==> src/rtl/rx_seq_pkg.sv <==
package rx_seq_pkg;

   typedef enum logic [2:0] {
      ST_IDLE   = 3'd0,
      ST_CAL    = 3'd1,
      ST_SETTLE = 3'd2,
      ST_FRONT  = 3'd3,
      ST_RX     = 3'd4,
      ST_READY  = 3'd5,
      ST_SLEEP  = 3'd6
   } seq_state_t;

   typedef enum logic [1:0] {
      NX_IDLE  = 2'd0,
      NX_READY = 2'd1,
      NX_RERX  = 2'd2,
      NX_SLEEP = 2'd3
   } next_sel_t;

   function automatic logic state_is_busy(seq_state_t s);
      return (s == ST_CAL) || (s == ST_SETTLE) || (s == ST_FRONT) || (s == ST_RX);
   endfunction

endpackage

==> src/rtl/rx_seq_settle_timer.sv <==
module rx_seq_settle_timer #(
   parameter int CNT_W = 16
) (
   input  logic             clk,
   input  logic             rst_n,
   input  logic             load,
   input  logic [CNT_W-1:0] len,
   input  logic             run,
   output logic             zero
);

   logic [CNT_W-1:0] cnt_q;

   always_ff @(posedge clk or negedge rst_n) begin
      if (!rst_n)
         cnt_q <= '0;
      else if (load)
         cnt_q <= len;
      else if (run && (cnt_q != '0))
         cnt_q <= cnt_q - 1'b1;
   end

   assign zero = (cnt_q == '0);

endmodule

==> src/rtl/rx_seq_cal_watch.sv <==
module rx_seq_cal_watch #(
   parameter int TMO = 1024
) (
   input  logic clk,
   input  logic rst_n,
   input  logic active,
   output logic expire
);

   localparam int W = $clog2(TMO + 1);
   localparam logic [W-1:0] LAST = W'(TMO - 1);

   logic [W-1:0] cnt_q;

   always_ff @(posedge clk or negedge rst_n) begin
      if (!rst_n)
         cnt_q <= '0;
      else if (!active)
         cnt_q <= '0;
      else if (cnt_q != LAST)
         cnt_q <= cnt_q + 1'b1;
   end

   assign expire = active && (cnt_q == LAST);


   first_cycle_no_expire_chk: assert property (@(posedge clk) disable iff (!rst_n)
      $rose(active) |-> !expire);

endmodule

==> src/rtl/rx_seq_out_dec.sv <==
module rx_seq_out_dec
   import rx_seq_pkg::*;
(
   input  seq_state_t state,
   input  logic       kill,
   output logic       synth_en,
   output logic       vco_cal_en,
   output logic       lna_en,
   output logic       mixer_en,
   output logic       adc_en,
   output logic       modem_rx_en
);

   logic [5:0] en_vec;

   always_comb begin
      case (state)
         ST_CAL:    en_vec = 6'b110000;
         ST_SETTLE: en_vec = 6'b100000;
         ST_FRONT:  en_vec = 6'b101110;
         ST_RX:     en_vec = 6'b101111;
         ST_READY:  en_vec = 6'b100000;
         default:   en_vec = 6'b000000;
      endcase
      if (kill)
         en_vec = 6'b000000;
   end

   assign {synth_en, vco_cal_en, lna_en, mixer_en, adc_en, modem_rx_en} = en_vec;

endmodule

==> src/rtl/rx_entry_seq.sv <==
module rx_entry_seq
   import rx_seq_pkg::*;
#(
   parameter int SETTLE_W = 16,
   parameter int CAL_TMO  = 1024
) (
   input  logic                clk,
   input  logic                rst_n,
   input  logic                start_req,
   input  logic [1:0]          start_next,
   input  logic [SETTLE_W-1:0] settle_len,
   input  logic                cal_done,
   input  logic                rx_finish,
   input  logic                abort_req,
   output logic                synth_en,
   output logic                vco_cal_en,
   output logic                lna_en,
   output logic                mixer_en,
   output logic                adc_en,
   output logic                modem_rx_en,
   output logic [2:0]          state_o,
   output logic                busy,
   output logic                cmd_err,
   output logic                cal_err
);

   generate
      if (SETTLE_W < 1 || SETTLE_W > 32) begin : g_bad_settle_w
         $error("SETTLE_W must be in 1..32");
      end
      if (CAL_TMO < 2) begin : g_bad_cal_tmo
         $error("CAL_TMO must be at least 2");
      end
   endgenerate

   seq_state_t state_q, state_d;
   next_sel_t  next_q, next_d;
   logic       cmd_err_q, cal_err_q;
   logic       abort_hit, tmr_load, tmr_zero, cal_expire;

   assign busy      = state_is_busy(state_q);
   assign abort_hit = abort_req && (state_q != ST_IDLE);

   always_comb begin
      state_d  = state_q;
      next_d   = next_q;
      tmr_load = 1'b0;
      if (abort_hit) begin
         state_d = ST_IDLE;
      end else begin
         case (state_q)
            ST_IDLE, ST_READY, ST_SLEEP: begin
               if (start_req) begin
                  state_d = ST_CAL;
                  next_d  = next_sel_t'(start_next);
               end
            end
            ST_CAL: begin
               if (cal_done) begin
                  state_d  = ST_SETTLE;
                  tmr_load = 1'b1;
               end else if (cal_expire) begin
                  state_d = ST_IDLE;
               end
            end
            ST_SETTLE: if (tmr_zero) state_d = ST_FRONT;
            ST_FRONT:  state_d = ST_RX;
            ST_RX: begin
               if (rx_finish) begin
                  case (next_q)
                     NX_IDLE:  state_d = ST_IDLE;
                     NX_READY: state_d = ST_READY;
                     NX_RERX:  state_d = ST_CAL;
                     default:  state_d = ST_SLEEP;
                  endcase
               end
            end
            default: state_d = ST_IDLE;
         endcase
      end
   end

   always_ff @(posedge clk or negedge rst_n) begin
      if (!rst_n) begin
         state_q   <= ST_IDLE;
         next_q    <= NX_IDLE;
         cmd_err_q <= 1'b0;
         cal_err_q <= 1'b0;
      end else begin
         state_q <= state_d;
         next_q  <= next_d;
         if (start_req && busy)
            cmd_err_q <= 1'b1;
         if ((state_q == ST_CAL) && !abort_hit && !cal_done && cal_expire)
            cal_err_q <= 1'b1;
      end
   end

   rx_seq_settle_timer #(.CNT_W(SETTLE_W)) settle_i (
      .clk   (clk),
      .rst_n (rst_n),
      .load  (tmr_load),
      .len   (settle_len),
      .run   (state_q == ST_SETTLE),
      .zero  (tmr_zero)
   );

   rx_seq_cal_watch #(.TMO(CAL_TMO)) calwd_i (
      .clk    (clk),
      .rst_n  (rst_n),
      .active (state_q == ST_CAL),
      .expire (cal_expire)
   );

   rx_seq_out_dec dec_i (
      .state       (state_q),
      .kill        (abort_hit),
      .synth_en    (synth_en),
      .vco_cal_en  (vco_cal_en),
      .lna_en      (lna_en),
      .mixer_en    (mixer_en),
      .adc_en      (adc_en),
      .modem_rx_en (modem_rx_en)
   );

   assign state_o = state_q;
   assign cmd_err = cmd_err_q;
   assign cal_err = cal_err_q;


   settle_after_cal_chk: assert property (@(posedge clk) disable iff (!rst_n)
      (state_q == ST_SETTLE && $past(state_q) == ST_CAL) |-> $past(cal_done));


   frontend_after_settle_chk: assert property (@(posedge clk) disable iff (!rst_n)
      $rose(lna_en) |-> ($past(state_q) == ST_SETTLE));


   modem_last_chk: assert property (@(posedge clk) disable iff (!rst_n)
      $rose(modem_rx_en) |-> ($past(lna_en) && lna_en));


   abort_to_idle_chk: assert property (@(posedge clk) disable iff (!rst_n)
      (abort_req && state_q != ST_IDLE) |=> (state_q == ST_IDLE));


   cmd_err_sticky_chk: assert property (@(posedge clk) disable iff (!rst_n)
      cmd_err |=> cmd_err);


   cal_err_sticky_chk: assert property (@(posedge clk) disable iff (!rst_n)
      cal_err |=> cal_err);

endmodule

==> config.mk <==
export PLATFORM = sky130hd
export DESIGN_NAME = rx_entry_seq
export DESIGN_NICKNAME = d
export VERILOG_FILES = /design/src/rtl/rx_seq_pkg.sv /design/src/rtl/rx_seq_settle_timer.sv /design/src/rtl/rx_seq_cal_watch.sv /design/src/rtl/rx_seq_out_dec.sv /design/src/rtl/rx_entry_seq.sv
export SDC_FILE = /design/constraint.sdc
export NUM_CORES = 1
export LEC_CHECK = 0
export BUFFER_PORTS_ARGS = -buffer_cell sky130_fd_sc_hd__buf_2
export CORE_ASPECT_RATIO = 1.4
export CORE_UTILIZATION = 55
export CTS_CLUSTER_SIZE = 25
export DETAILED_ROUTE_END_ITERATION = 16
export PLACE_DENSITY = 0.79
export SLEW_MARGIN = 20
export SYNTH_ARGS = -nofsm -noshare
export SYNTH_HDL_FRONTEND = slang
export SYNTH_SLANG_ARGS = --single-unit
==> constraint.sdc <==
create_clock -name clk -period 2.2 [get_ports clk]
set_clock_uncertainty 0.2 [all_clocks]
set_input_delay 0 -clock clk [delete_from_list [all_inputs] [get_ports clk]]
set_output_delay 0 -clock clk [all_outputs]
set_load 0.01 [all_outputs]
==> results of run 1 <==
## logic make-up after synthesis
family                     count (synthesis)
AOI/OAI and AO/OA                         38
xor gates and xnor gates                  18
adders and majority gates                  4
buffers and inverters                     18
DFF                                       34
muxes                                      6
and+or+nand+nor                          113
## path summary, 6_finish.rpt
kind / startpoint / slack, ns / to / depth (start not counted)
worst max-delay path: settle_i.cnt_q[0]$_DFFE_PN0P_ / 0.1 / settle_i.cnt_q[3]$_DFFE_PN0P_ / 8
worst min-delay path: rx_finish / 0.05 / state_o[2]$_DFFE_PN0P_ / 6
worst max register to register: settle_i.cnt_q[0]$_DFFE_PN0P_ / 0.1 / settle_i.cnt_q[3]$_DFFE_PN0P_ / 8
worst min register to register: cmd_err$_DFFE_PN0P_ / 0.26 / cmd_err$_DFFE_PN0P_ / 1
max in group asynchronous: rst_n / 1.18 / calwd_i.cnt_q[9]$_DFFE_PN0P_ / 2
min in group asynchronous: rst_n / 0.12 / settle_i.cnt_q[10]$_DFFE_PN0P_ / 2
## area by class of cell
type | instances | share of cell area
multi-input cells | 179 | 0.426
repair buffers | 67 | 0.182
flip-flops and latches | 34 | 0.329
well taps | 40 | 0.0194
clock buffers | 7 | 0.0334
inverters | 5 | 0.00727
clock inverters | 1 | 0.00194
## synth_stat cells, drive strengths merged (2+ instances only)
cell type,number
inv,5
or4,3
o21ai,7
a21oi,21
mux2i,3
nand2,11
or3b,4
nand3,14
nor4,5
ha,4
a211o,2
nor3,15
a21o,2
nor2b,5
buf,6
nor3b,2
or3,3
nand4,4
xnor2,5
nor2,41
dfrtp,34
clkbuf,7
xor2,13
mux2,3
## per-layer routing
layer / track usage / vias to the layer above / wire length, µm / part of all wire
li1: - / 927 / - / -
met2: 0.489 / 42 / 2640 / 0.55
met4: 0.120 / 0 / 107 / 0.022
met3: 0.0683 / 10 / 146 / 0.031
met1: 0.284 / 879 / 1880 / 0.39
met5: 0 / - / 0 / 0
## worst min-delay path, stage by stage
cell and delay [ns]:
buf_2 0.09, mux2i_1 0.06, mux2i_1 0.15, nand2_1 0.07, nand2_1 0.06, a21oi_1 0.06
## registers in the layout (all words and copies together), names as in the netlist
| register | cells |
|---|---|
| cmd_err | 1 |
| next_q | 2 |
| cal_err | 1 |
| state_o | 3 |
| settle_i.cnt_q | 16 |
| calwd_i.cnt_q | 11 |
## stage by stage
stage                util  instance area (µm²)  cells
global placement    0.656                 2260    303
global route        0.751                 2580    333
floorplan               -                 2020    231
CTS                 0.746                 2570    333
finish              0.751                 2580    333
detailed placement  0.656                 2260    303
## placed cells by master (no fill, tap or decap), types with 4 or more instances in the layout
cell	netlist	layout
buf_4	2	10
nand3_1	14	14
inv_1	5	5
a21oi_1	21	21
clkbuf_8	0	6
nor2_1	40	40
dlygate4sd3_1	0	22
dfrtp_1	34	34
nand2_1	11	11
nand4_1	4	4
buf_2	3	35
xnor2_1	5	5
o21ai_0	6	6
nor3_1	15	15
xor2_1	13	13
ha_1	4	4
nor2b_1	5	5
## power groups by stage
stage	sequential [mW]	combinational [mW]	clock, mW
final	1.06	0.962	0.481
after global routing	1.09	1.08	0.520
after CTS	1.04	0.950	0.494
after detailed placement	1.06	0.916	0
after global placement	1.04	0.891	0
after floorplan	1.01	0.681	0
## timing repair
action                                 CTS  global route
setup endpoints to repair                0             2
endpoints found under the hold margin   56             0
hold buffers                            22             0
resized for setup                        0             4
==> key figures, run 1 <==
Outcome
  • Status: finished clean

Logic synthesis
  • Seq/Total Area, Yosys: 0.421
  • Mapped Avg Cell Area: between 8 and 9 µm²
  • Post-Syn Instances: approximately 230
  • Post-Synth Simple-Gate Area: 0.293
  • Syn_nets: 259
  • Yosys top cell area share: 0.421
  • Synth area leaders: dfrtp_1, nor2_1, xor2_1
  • Largest family of logic cells by synthesized area: simple AND/OR/NAND/NOR gates
  • Mapped cell area: a little over 0.002 mm²
  • Main synth FF type: dfrtp_1
  • Multiplexer area fraction after synthesis: 0.0315
  • Async set-reset flop share out of synthesis: 1.00
  • Synth Register Bits: 34
  • Cell taking the most area after synthesis: dfrtp_1
  • Complex-gate fraction of the synthesized area: 0.109
  • Post-synth EDFFs: 0
  • Post-Synth Adder-Cell Area: 0.0247
  • Synth warnings: 0
  • Synth Area in XOR/XNOR: 0.0779
  • Count of cell types in the netlist: between 40 and 50

Placement
  • IO Port Bufs: 35
  • HPWL Detailed: 3200 µm
  • GPL Wtd Cong: ~0.9
  • Worst slack at placement: approximately 0.12 ns

Power
  • Overall power: roughly 2.5 mW
  • P per Cell Area: between 900 and 1000 mW/mm²
  • P_sw: between 0.9 and 1 mW
  • Clock Power Share: 0.192
  • Seq pwr share: 0.423
  • Peak supply drop: 0.000739 V
  • Comb pwr share: 0.385
  • Net Sw Frac: 0.388
  • Pint: approximately 1.5 mW
  • Leakage: between 1 and 1.5 nW

GRT
  • Global-route wire length before repair: 7650 µm
  • Vias in the first global route: 1803
  • Initial antenna violation count: 0
  • Overall Global Routing Usage: 0.271
  • Overflow left after global routing: 0
  • Largest net degree at the start of global routing: 35

Timing
  • Fin crit period: approximately 2.1 ns
  • Final hold slack: between 0.04 and 0.05 ns
  • Fmax: 476 MHz
  • Final setup violation count: 0
  • Max-slew violations: 0
  • Final Hold Viols: 0
  • Final period util: 0.956
  • Final worst slack: a little under 0.1 ns
  • Fin Setup TNS: 0 ns
  • Relative slew slack: 0.485
  • Slew @ Worst Pin: approximately 0.77 ns
  • RSZ-0062 raised after global routing: no

Cells and area
  • Area delta synth->final: 27.6%
  • Area of the multi-input gates: ~0.0011 mm²
  • Final #Nets: 320
  • Layout cells sized above 1: 0.212
  • Storage element area: 851 µm²
  • Antenna fix cells: 0
  • Number of fill cells: approximately 250

Run
  • Max cap viols: 0

Critical path
  • CP max FO: 10
  • Worst setup SP type: register
  • CP Data Arrival Time: about 2.1 ns
  • Cell family with the largest share of critical-path delay: simple AND/OR/NAND/NOR gates
  • CP peak stage delay: roughly 0.38 ns
  • Critical Path, Cell by Cell: inv_1 > ha_1 > nor4b_2 > nand4_1 > buf_4 > or3b_1 > xor2_1 > a21oi_1
  • Slowest-stage cell, CP: dfrtp_1
  • Critical path type: register to register
  • Buf/Inv on CP: 2
  • CP Capture Type: register
  • Worst EP required: approximately 2.2 ns

Floorplanning
  • Die Wd: about 53 µm
  • Die Span Y: roughly 74 µm
  • Starting Density: 0.588
  • Core region area: 0.00344 mm²
  • Number of cell rows: 25
  • I/O pins: 36
  • Area of the die: around 0.0039 mm²

Clock tree
  • CTS Buf Count: 5
  • H-tree depth: 2
  • Clock Path Buffers: 2
  • Later-pin clock latency in the skew report: 0.29 ns
  • CTS tree: yes
  • Register clock-pin slew on the reported worst setup and hold paths: ~0.070 ns
  • Clock Tree Root: clkbuf_8
  • CTS sink count: 34
  • # Post-CTS Setup Buffers: 0

Routing
  • Routed wire per std cell: about 14 µm
  • Post-route ant nets: 0
  • Drt first-iter violations: 35
  • DR vias: 1858
  • Vias per cell: roughly 5.6
  • Routed WL: between 4000 and 5000 µm
  • Remaining DRCs: 0
  • Pre-antenna DRT Iters: 4

Hold path
  • Min-Delay Path Class: input pin to register
(Power assumes the default switching activity.)
==> run 2: changes to the inputs <==
--- a/config.mk
+++ b/config.mk
@@ -11,6 +11,7 @@
 export CTS_CLUSTER_SIZE = 25
 export DETAILED_ROUTE_END_ITERATION = 16
 export PLACE_DENSITY = 0.79
+export REMOVE_ABC_BUFFERS = 1
 export SLEW_MARGIN = 20
 export SYNTH_ARGS = -nofsm -noshare
 export SYNTH_HDL_FRONTEND = slang
==> run 2 against run 1 <==
Final cell count stayed put; worst hold slack better by 0.010 ns; worst setup slack better by 0.020 ns; wire length is 2.4% lower; first-iteration DRC count is 5.7% higher; total power is 2.3% higher; critical path type unchanged.
==> key figures, run 2 (synthesized netlist as in run 1, its figures left out) <==
Cells and area
  • Commonest non-fill, non-tap cell in the layout: nor2_1
  • Reg with most FFs: settle_i.cnt_q
  • Antenna fix cells: 0 (unchanged)
  • Number of fill cells: 268 (+8.9%)
  • Max reg flops: 16 (unchanged)
  • Area of the multi-input gates: 0.00109 mm² (-0.57%)
  • Area delta synth->final: 28.3%
  • Layout cells sized above 1: 0.212 (unchanged)
  • Design area: 0.00259 mm² (+0.48%)
  • Final #Nets: 320 (unchanged)
  • Most frequent cells in the layout: nor2_1, buf_2, dfrtp_1
  • Final Non-Filler Cells: 333 (unchanged)
  • Storage element area: 851 µm² (unchanged)

Timing
  • Relative slew slack: 0.499 (+0.0142)
  • Final Hold Viols: 0 (unchanged)
  • Fmax: 480 MHz (+0.97%)
  • Fin crit period: 2.08 ns (-0.0203 ns)
  • Final period util: 0.947 (-0.00922)
  • Max-slew violations: 0 (unchanged)
  • Slew @ Worst Pin: 0.751 ns (-0.0213 ns)
  • Final worst slack: 0.118 ns (+0.0203 ns)
  • Final setup violation count: 0 (unchanged)
  • Final hold slack: 0.0560 ns (+0.0103 ns)
  • RSZ-0062 raised after global routing: no

Hold path
  • Min-Delay Path Class: input pin to register
  • Hold endpoint: state_o[0]$_DFFE_PN0P_
  • Min-delay src: rx_finish
  • Hold path cells: 5 (-1)

Outcome
  • Status: finished clean

Routing
  • Vias per cell: 5.59 (+0.22%)
  • Drt first-iter violations: 37 (+5.7%)
  • Met1 wire length: 1840 µm (-2.2%)
  • Post-route ant nets: 0 (unchanged)
  • WL met2: 2480 µm (-6.3%)
  • Remaining DRCs: 0 (unchanged)
  • Routed wire per std cell: 14.0 µm (-2.4%)
  • WL met3: 173 µm (+18%)
  • Pre-antenna DRT Iters: 4 (unchanged)
  • DR vias: 1862 (+0.22%)
  • Routed WL: 4660 µm (-2.4%)
  • Max layer used: met4

Clock tree
  • Later-pin clock latency in the skew report: 0.29 ns (about the same)
  • Clock Tree Root: clkbuf_8
  • Clock Path Buffers: 2 (unchanged)
  • CTS sink count: 34 (unchanged)
  • H-tree depth: 2 (unchanged)
  • Register clock-pin slew on the reported worst setup and hold paths: 0.07 ns (about the same)
  • CTS tree: yes
  • # Post-CTS Setup Buffers: 0 (unchanged)
  • CTS Buf Count: 5 (unchanged)

GRT
  • Initial antenna violation count: 0 (unchanged)
  • Vias in the first global route: 1800 (-0.17%)
  • Overall Global Routing Usage: 0.265 (-0.00594)
  • Overflow left after global routing: 0 (unchanged)
  • Global-route wire length before repair: 7420 µm (-3.0%)
  • Largest net degree at the start of global routing: 35 (unchanged)

Floorplanning
  • Starting Density: 0.588 (unchanged)
  • Area of the die: 0.00393 mm² (unchanged)
  • Number of cell rows: 25 (unchanged)
  • Die Span Y: 73.8 µm (unchanged)
  • Die Wd: 53.3 µm (unchanged)
  • I/O pins: 36 (unchanged)
  • Core region area: 0.00344 mm² (unchanged)

Power
  • Leakage: 1.12 nW (+0.81%)
  • Net Sw Frac: 0.376 (-0.0115)
  • Peak supply drop: 0.000913 V (+24%)
  • Pint: 1.60 mW (+4.2%)
  • Clock Power Share: 0.215 (+0.023)
  • P per Cell Area: 985 mW/mm² (+1.8%)
  • Comb pwr share: 0.373 (-0.012)
  • Seq pwr share: 0.412 (-0.011)
  • P_sw: 0.962 mW (-0.77%)

Critical path
  • Worst reg2reg endpoint: settle_i.cnt_q[1]$_DFFE_PN0P_
  • Reg2reg start: settle_i.cnt_q[0]$_DFFE_PN0P_
  • Reg-to-reg slack, setup: 0.12 ns (+0.02 ns)
  • CP Data Arrival Time: 2.06 ns (-0.06 ns)
  • Worst EP required: 2.18 ns (-0.04 ns)
  • R2R cell count: 8 (unchanged)
  • Worst setup SP type: register
  • Critical path type: register to register
  • CP Capture Type: register
  • CP max FO: 10 (unchanged)

Placement
  • DP Cell Count: 303 (unchanged)
  • HPWL Detailed: 3160 µm (-1.3%)
  • IO Port Bufs: 35 (unchanged)
  • Worst slack at placement: 0.108 ns (-0.00986 ns)
  • GPL Wtd Cong: 0.942 (+6.5%)
  • Placed Area: 0.00226 mm² (unchanged)

Run
  • Max cap viols: 0 (unchanged)
==> run 2: changes by cell type in the layout (fill, tap and decap cells not counted) <==
cell | before | now
nor4b_1 | 0 | 1
clkbuf_1 | 1 | 0
clkbuf_8 | 6 | 8
nor4b_2 | 1 | 0
clkinv_2 | 1 | 0
==> run 2: repair_timing <==
item,CTS,global route
hold buffers,22,0
gates resized for setup,0,3
endpoints found under the hold margin,56,0
endpoints found under the setup margin,0,3
==> run 2: area by class of cell <==
class / count / area share
Clock buffer: 8 / 0.0424
Multi-Input combinational cell: 179 / 0.422
Timing Repair Buffer: 67 / 0.181
Inverter: 5 / 0.00723
Tap cell: 40 / 0.0193
Sequential cell: 34 / 0.328
==> run 2: worst max path at each step <==
stage | from | end | slack (ns)
after floorplan | state_o[2]$_DFFE_PN0P_ | settle_i.cnt_q[1]$_DFFE_PN0P_ | -0.34
after global placement | settle_i.cnt_q[4]$_DFFE_PN0P_ | settle_i.cnt_q[8]$_DFFE_PN0P_ | 0.19
after detailed placement | settle_i.cnt_q[0]$_DFFE_PN0P_ | state_o[1]$_DFFE_PN0P_ | 0.11
after CTS | settle_i.cnt_q[0]$_DFFE_PN0P_ | state_o[1]$_DFFE_PN0P_ | 0.09
after global routing | settle_i.cnt_q[0]$_DFFE_PN0P_ | settle_i.cnt_q[1]$_DFFE_PN0P_ | 0.002
final | settle_i.cnt_q[0]$_DFFE_PN0P_ | settle_i.cnt_q[1]$_DFFE_PN0P_ | 0.12
==> run 2: layer usage <==
layer | vias to the layer above | GRT usage
li1 | 928 | -
met1 | 864 | 0.257
met2 | 52 | 0.474
met3 | 18 | 0.0663
met4 | 0 | 0.173
met5 | - | 0
==> run 2: power by group through the flow <==
| stage | logic (mW) | registers (mW) | clock network (mW) |
|---|---|---|---|
| finish | 0.954 | 1.05 | 0.549 |
| global route | 1.06 | 1.08 | 0.589 |
| CTS | 0.950 | 1.04 | 0.561 |
| detailed placement | 0.904 | 1.06 | 0 |
| global placement | 0.888 | 1.04 | 0 |
| floorplan | 0.602 | 1.04 | 0 |
==> run 2: worst max-delay path, cell delays in order (launching register included) <==
cell	delay, ns
dfrtp_1	0.40
inv_1	0.07
ha_1	0.18
nor4b_1	0.27
nand4_1	0.16
buf_4	0.20
a21oi_1	0.16
a21oi_1	0.06
mux2_2	0.26
==> run 2: per-stage QoR <==
step                      setup TNS [ns]  total power [mW]  utilization
after floorplan                    -3.49              1.64            -
after global placement                 0              1.93        0.656
after detailed placement               0              1.96        0.656
after CTS                              0              2.56        0.752
after global routing                   0              2.73        0.754
final                                  0              2.56        0.754
==> run 3: changes to the inputs <==
--- a/config.mk
+++ b/config.mk
@@ -6,12 +6,13 @@
 export NUM_CORES = 1
 export LEC_CHECK = 0
 export BUFFER_PORTS_ARGS = -buffer_cell sky130_fd_sc_hd__buf_2
-export CORE_ASPECT_RATIO = 1.4
+export CORE_ASPECT_RATIO = 1.2
 export CORE_UTILIZATION = 55
 export CTS_CLUSTER_SIZE = 25
 export DETAILED_ROUTE_END_ITERATION = 16
 export PLACE_DENSITY = 0.79
 export REMOVE_ABC_BUFFERS = 1
+export SKIP_CTS_REPAIR_TIMING = 1
 export SLEW_MARGIN = 20
 export SYNTH_ARGS = -nofsm -noshare
 export SYNTH_HDL_FRONTEND = slang
==> run 3 against run 2 <==
Die area about the same; combinational power about the same; count of clock-buffer cells in the layout decreased by 3; total power about the same.
==> key figures, run 3 (synthesized netlist as in run 1, its figures left out) <==
Outcome
  • Status: finished clean

Hold path
  • Min-Delay Path Class: input pin to register

Placement
  • IO Port Bufs: 35 (unchanged)
  • HPWL Detailed: 3040 µm (-3.8%)
  • Worst slack at placement: 0.0616 ns (-0.0464 ns)
  • GPL Wtd Cong: 0.911 (-3.3%)
  • Placed Area: 0.00225 mm² (-0.17%)
  • DP Cell Count: 300 (-0.99%)

Cells and area
  • Final #Nets: 320 (unchanged)
  • Commonest non-fill, non-tap cell in the layout: nor2_1
  • Layout cells sized above 1: 0.208 (-0.00341)
  • Area delta synth->final: 27.9%
  • Max reg flops: 16 (unchanged)
  • Design area: 0.00259 mm² (-0.29%)
  • Antenna fix cells: 0 (unchanged)
  • Final Non-Filler Cells: 330 (-0.90%)
  • Fin util: 0.756 (+0.00139)
  • Most frequent cells in the layout: nor2_1, buf_2, dfrtp_1
  • Reg with most FFs: settle_i.cnt_q

Routing
  • Routed WL: 4390 µm (-5.8%)
  • Pre-antenna DRT Iters: 4 (unchanged)
  • Vias per cell: 5.50 (-1.6%)
  • Post-route ant nets: 0 (unchanged)
  • Drt first-iter violations: 61 (+65%)
  • DR vias: 1816 (-2.5%)
  • Remaining DRCs: 0 (unchanged)
  • Routed wire per std cell: 13.3 µm (-5.0%)

Timing
  • Final Hold Viols: 0 (unchanged)
  • RSZ-0062 raised after global routing: no
  • Final worst slack: 0.105 ns (-0.0126 ns)
  • Final setup violation count: 0 (unchanged)
  • Fmax: 477 MHz (-0.60%)
  • Slew @ Worst Pin: 0.742 ns (-0.00918 ns)
  • Fin crit period: 2.09 ns (+0.0126 ns)
  • Max-slew violations: 0 (unchanged)
  • Final hold slack: 0.0870 ns (+0.0310 ns)
  • Final period util: 0.952 (+0.00572)
  • Relative slew slack: 0.505 (+0.00612)

Clock tree
  • Register clock-pin slew on the reported worst setup and hold paths: 0.07 ns (about the same)
  • H-tree depth: 2 (unchanged)
  • CTS Buf Count: 5 (unchanged)
  • Clock Tree Root: clkbuf_8
  • Later-pin clock latency in the skew report: 0.29 ns (about the same)
  • Clock Path Buffers: 2 (unchanged)
  • CTS sink count: 34 (unchanged)
  • CTS tree: yes

Floorplanning
  • Starting Density: 0.591 (+0.00279)
  • Number of cell rows: 23 (-8.0%)
  • Die Wd: 57.4 µm (+7.7%)
  • I/O pins: 36 (unchanged)
  • Core region area: 0.00342 mm² (-0.47%)
  • Die Span Y: 68.4 µm (-7.2%)
  • Area of the die: 0.00393 mm² (about the same)

Power
  • Leakage: 1.12 nW (about the same)
  • Clock Power Share: 0.219 (+0.004)
  • Peak supply drop: 0.000618 V (-32%)
  • Net Sw Frac: 0.371 (-0.00508)
  • Comb pwr share: 0.374 (about the same)
  • Pint: 1.61 mW (+0.87%)
  • P_sw: 0.950 mW (-1.3%)
  • P per Cell Area: 989 mW/mm² (+0.35%)
  • Seq pwr share: 0.406 (-0.006)

GRT
  • Overflow left after global routing: 0 (unchanged)
  • GR Util met2: 0.406 (-0.0681)
  • GRT busiest layer: met2
  • Met1 Use GR: 0.241 (-0.0166)
  • Overall Global Routing Usage: 0.215 (-0.0500)
  • Global-route wire length before repair: 6440 µm (-13%)
  • Vias in the first global route: 1571 (-13%)
  • Largest net degree at the start of global routing: 35 (unchanged)
  • Initial antenna violation count: 0 (unchanged)
  • Grt met3 use: 0.0454 (-0.0209)

Critical path
  • CP Launch Point: settle_i.cnt_q[6]$_DFFE_PN0P_
  • R2R cell count: 4 (-4)
  • Worst EP required: 2.17 ns (about the same)
  • Worst reg2reg endpoint: settle_i.cnt_q[8]$_DFFE_PN0P_
  • CP Data Arrival Time: 2.06 ns (about the same)
  • CP max FO: 4 (-6)
  • Reg-to-reg slack, setup: 0.11 ns (about the same)
  • CP Capture Type: register
  • Reg2reg start: settle_i.cnt_q[6]$_DFFE_PN0P_
  • Worst setup SP type: register
  • Critical path type: register to register
  • Setup crit end: settle_i.cnt_q[8]$_DFFE_PN0P_

Run
  • Max cap viols: 0 (unchanged)
run 3: cell count changes in the layout (fill, tap and decap cells not counted), sizes merged:
cell    before  now
clkinv       0    2
clkbuf       8    5
bufinv       0    1
run 3: worst min path at each step:
| stage | to | startpoint | slack, ns | cells past startpoint |
|---|---|---|---|---|
| detailed placement | calwd_i.cnt_q[5]$_DFFE_PN0P_ | rst_n | -0.09 | 1 |
| global route | state_o[2]$_DFFE_PN0P_ | rx_finish | 0.16 | 6 |
| CTS | calwd_i.cnt_q[5]$_DFFE_PN0P_ | rst_n | -0.41 | 1 |
| finish | state_o[0]$_DFFE_PN0P_ | rx_finish | 0.09 | 5 |
| global placement | calwd_i.cnt_q[5]$_DFFE_PN0P_ | rst_n | -0.09 | 1 |
| floorplan | cal_err$_DFFE_PN0P_ | rst_n | -0.50 | 0 |
run 3: layout make-up:
type	count	area (µm²)
timing repair buffer	67	470
sequential	34	851
inverter	5	18.8
fill	251	837
clock inverter	3	40.0
multi-input combinational	179	1090
tap	37	46.3
clock buffer	5	68.8
run 3: layer usage:
layer	vias up	part of all wire
met5	-	0
met4	0	0.018
met3	9	0.032
met2	34	0.52
met1	844	0.43
li1	929	-
run 3: power groups by stage:
| stage | logic [mW] | clock network [mW] | registers (mW) |
|---|---|---|---|
| 6_report | 0.957 | 0.562 | 1.04 |
| 5_1_grt | 1.08 | 0.599 | 1.06 |
| 4_1_cts | 0.921 | 0.578 | 1.03 |
| 3_5_place_dp | 0.911 | 0 | 1.04 |
| 3_3_place_gp | 0.892 | 0 | 1.04 |
| 2_1_floorplan | 0.602 | 0 | 1.04 |
run 3: metrics by stage:
step | TNS [ns] | power, mW
2_1_floorplan | -3.49 | 1.64
6_report | 0 | 2.56
3_5_place_dp | 0 | 1.95
3_3_place_gp | 0 | 1.93
5_1_grt | 0 | 2.75
4_1_cts | 0 | 2.53
run 3: worst max-delay path, stage by stage (launching register included):
cell,delay (ns)
dfrtp_1,0.40
or4_4,0.59
or4_1,0.50
a32oi_1,0.19
a21oi_1,0.09
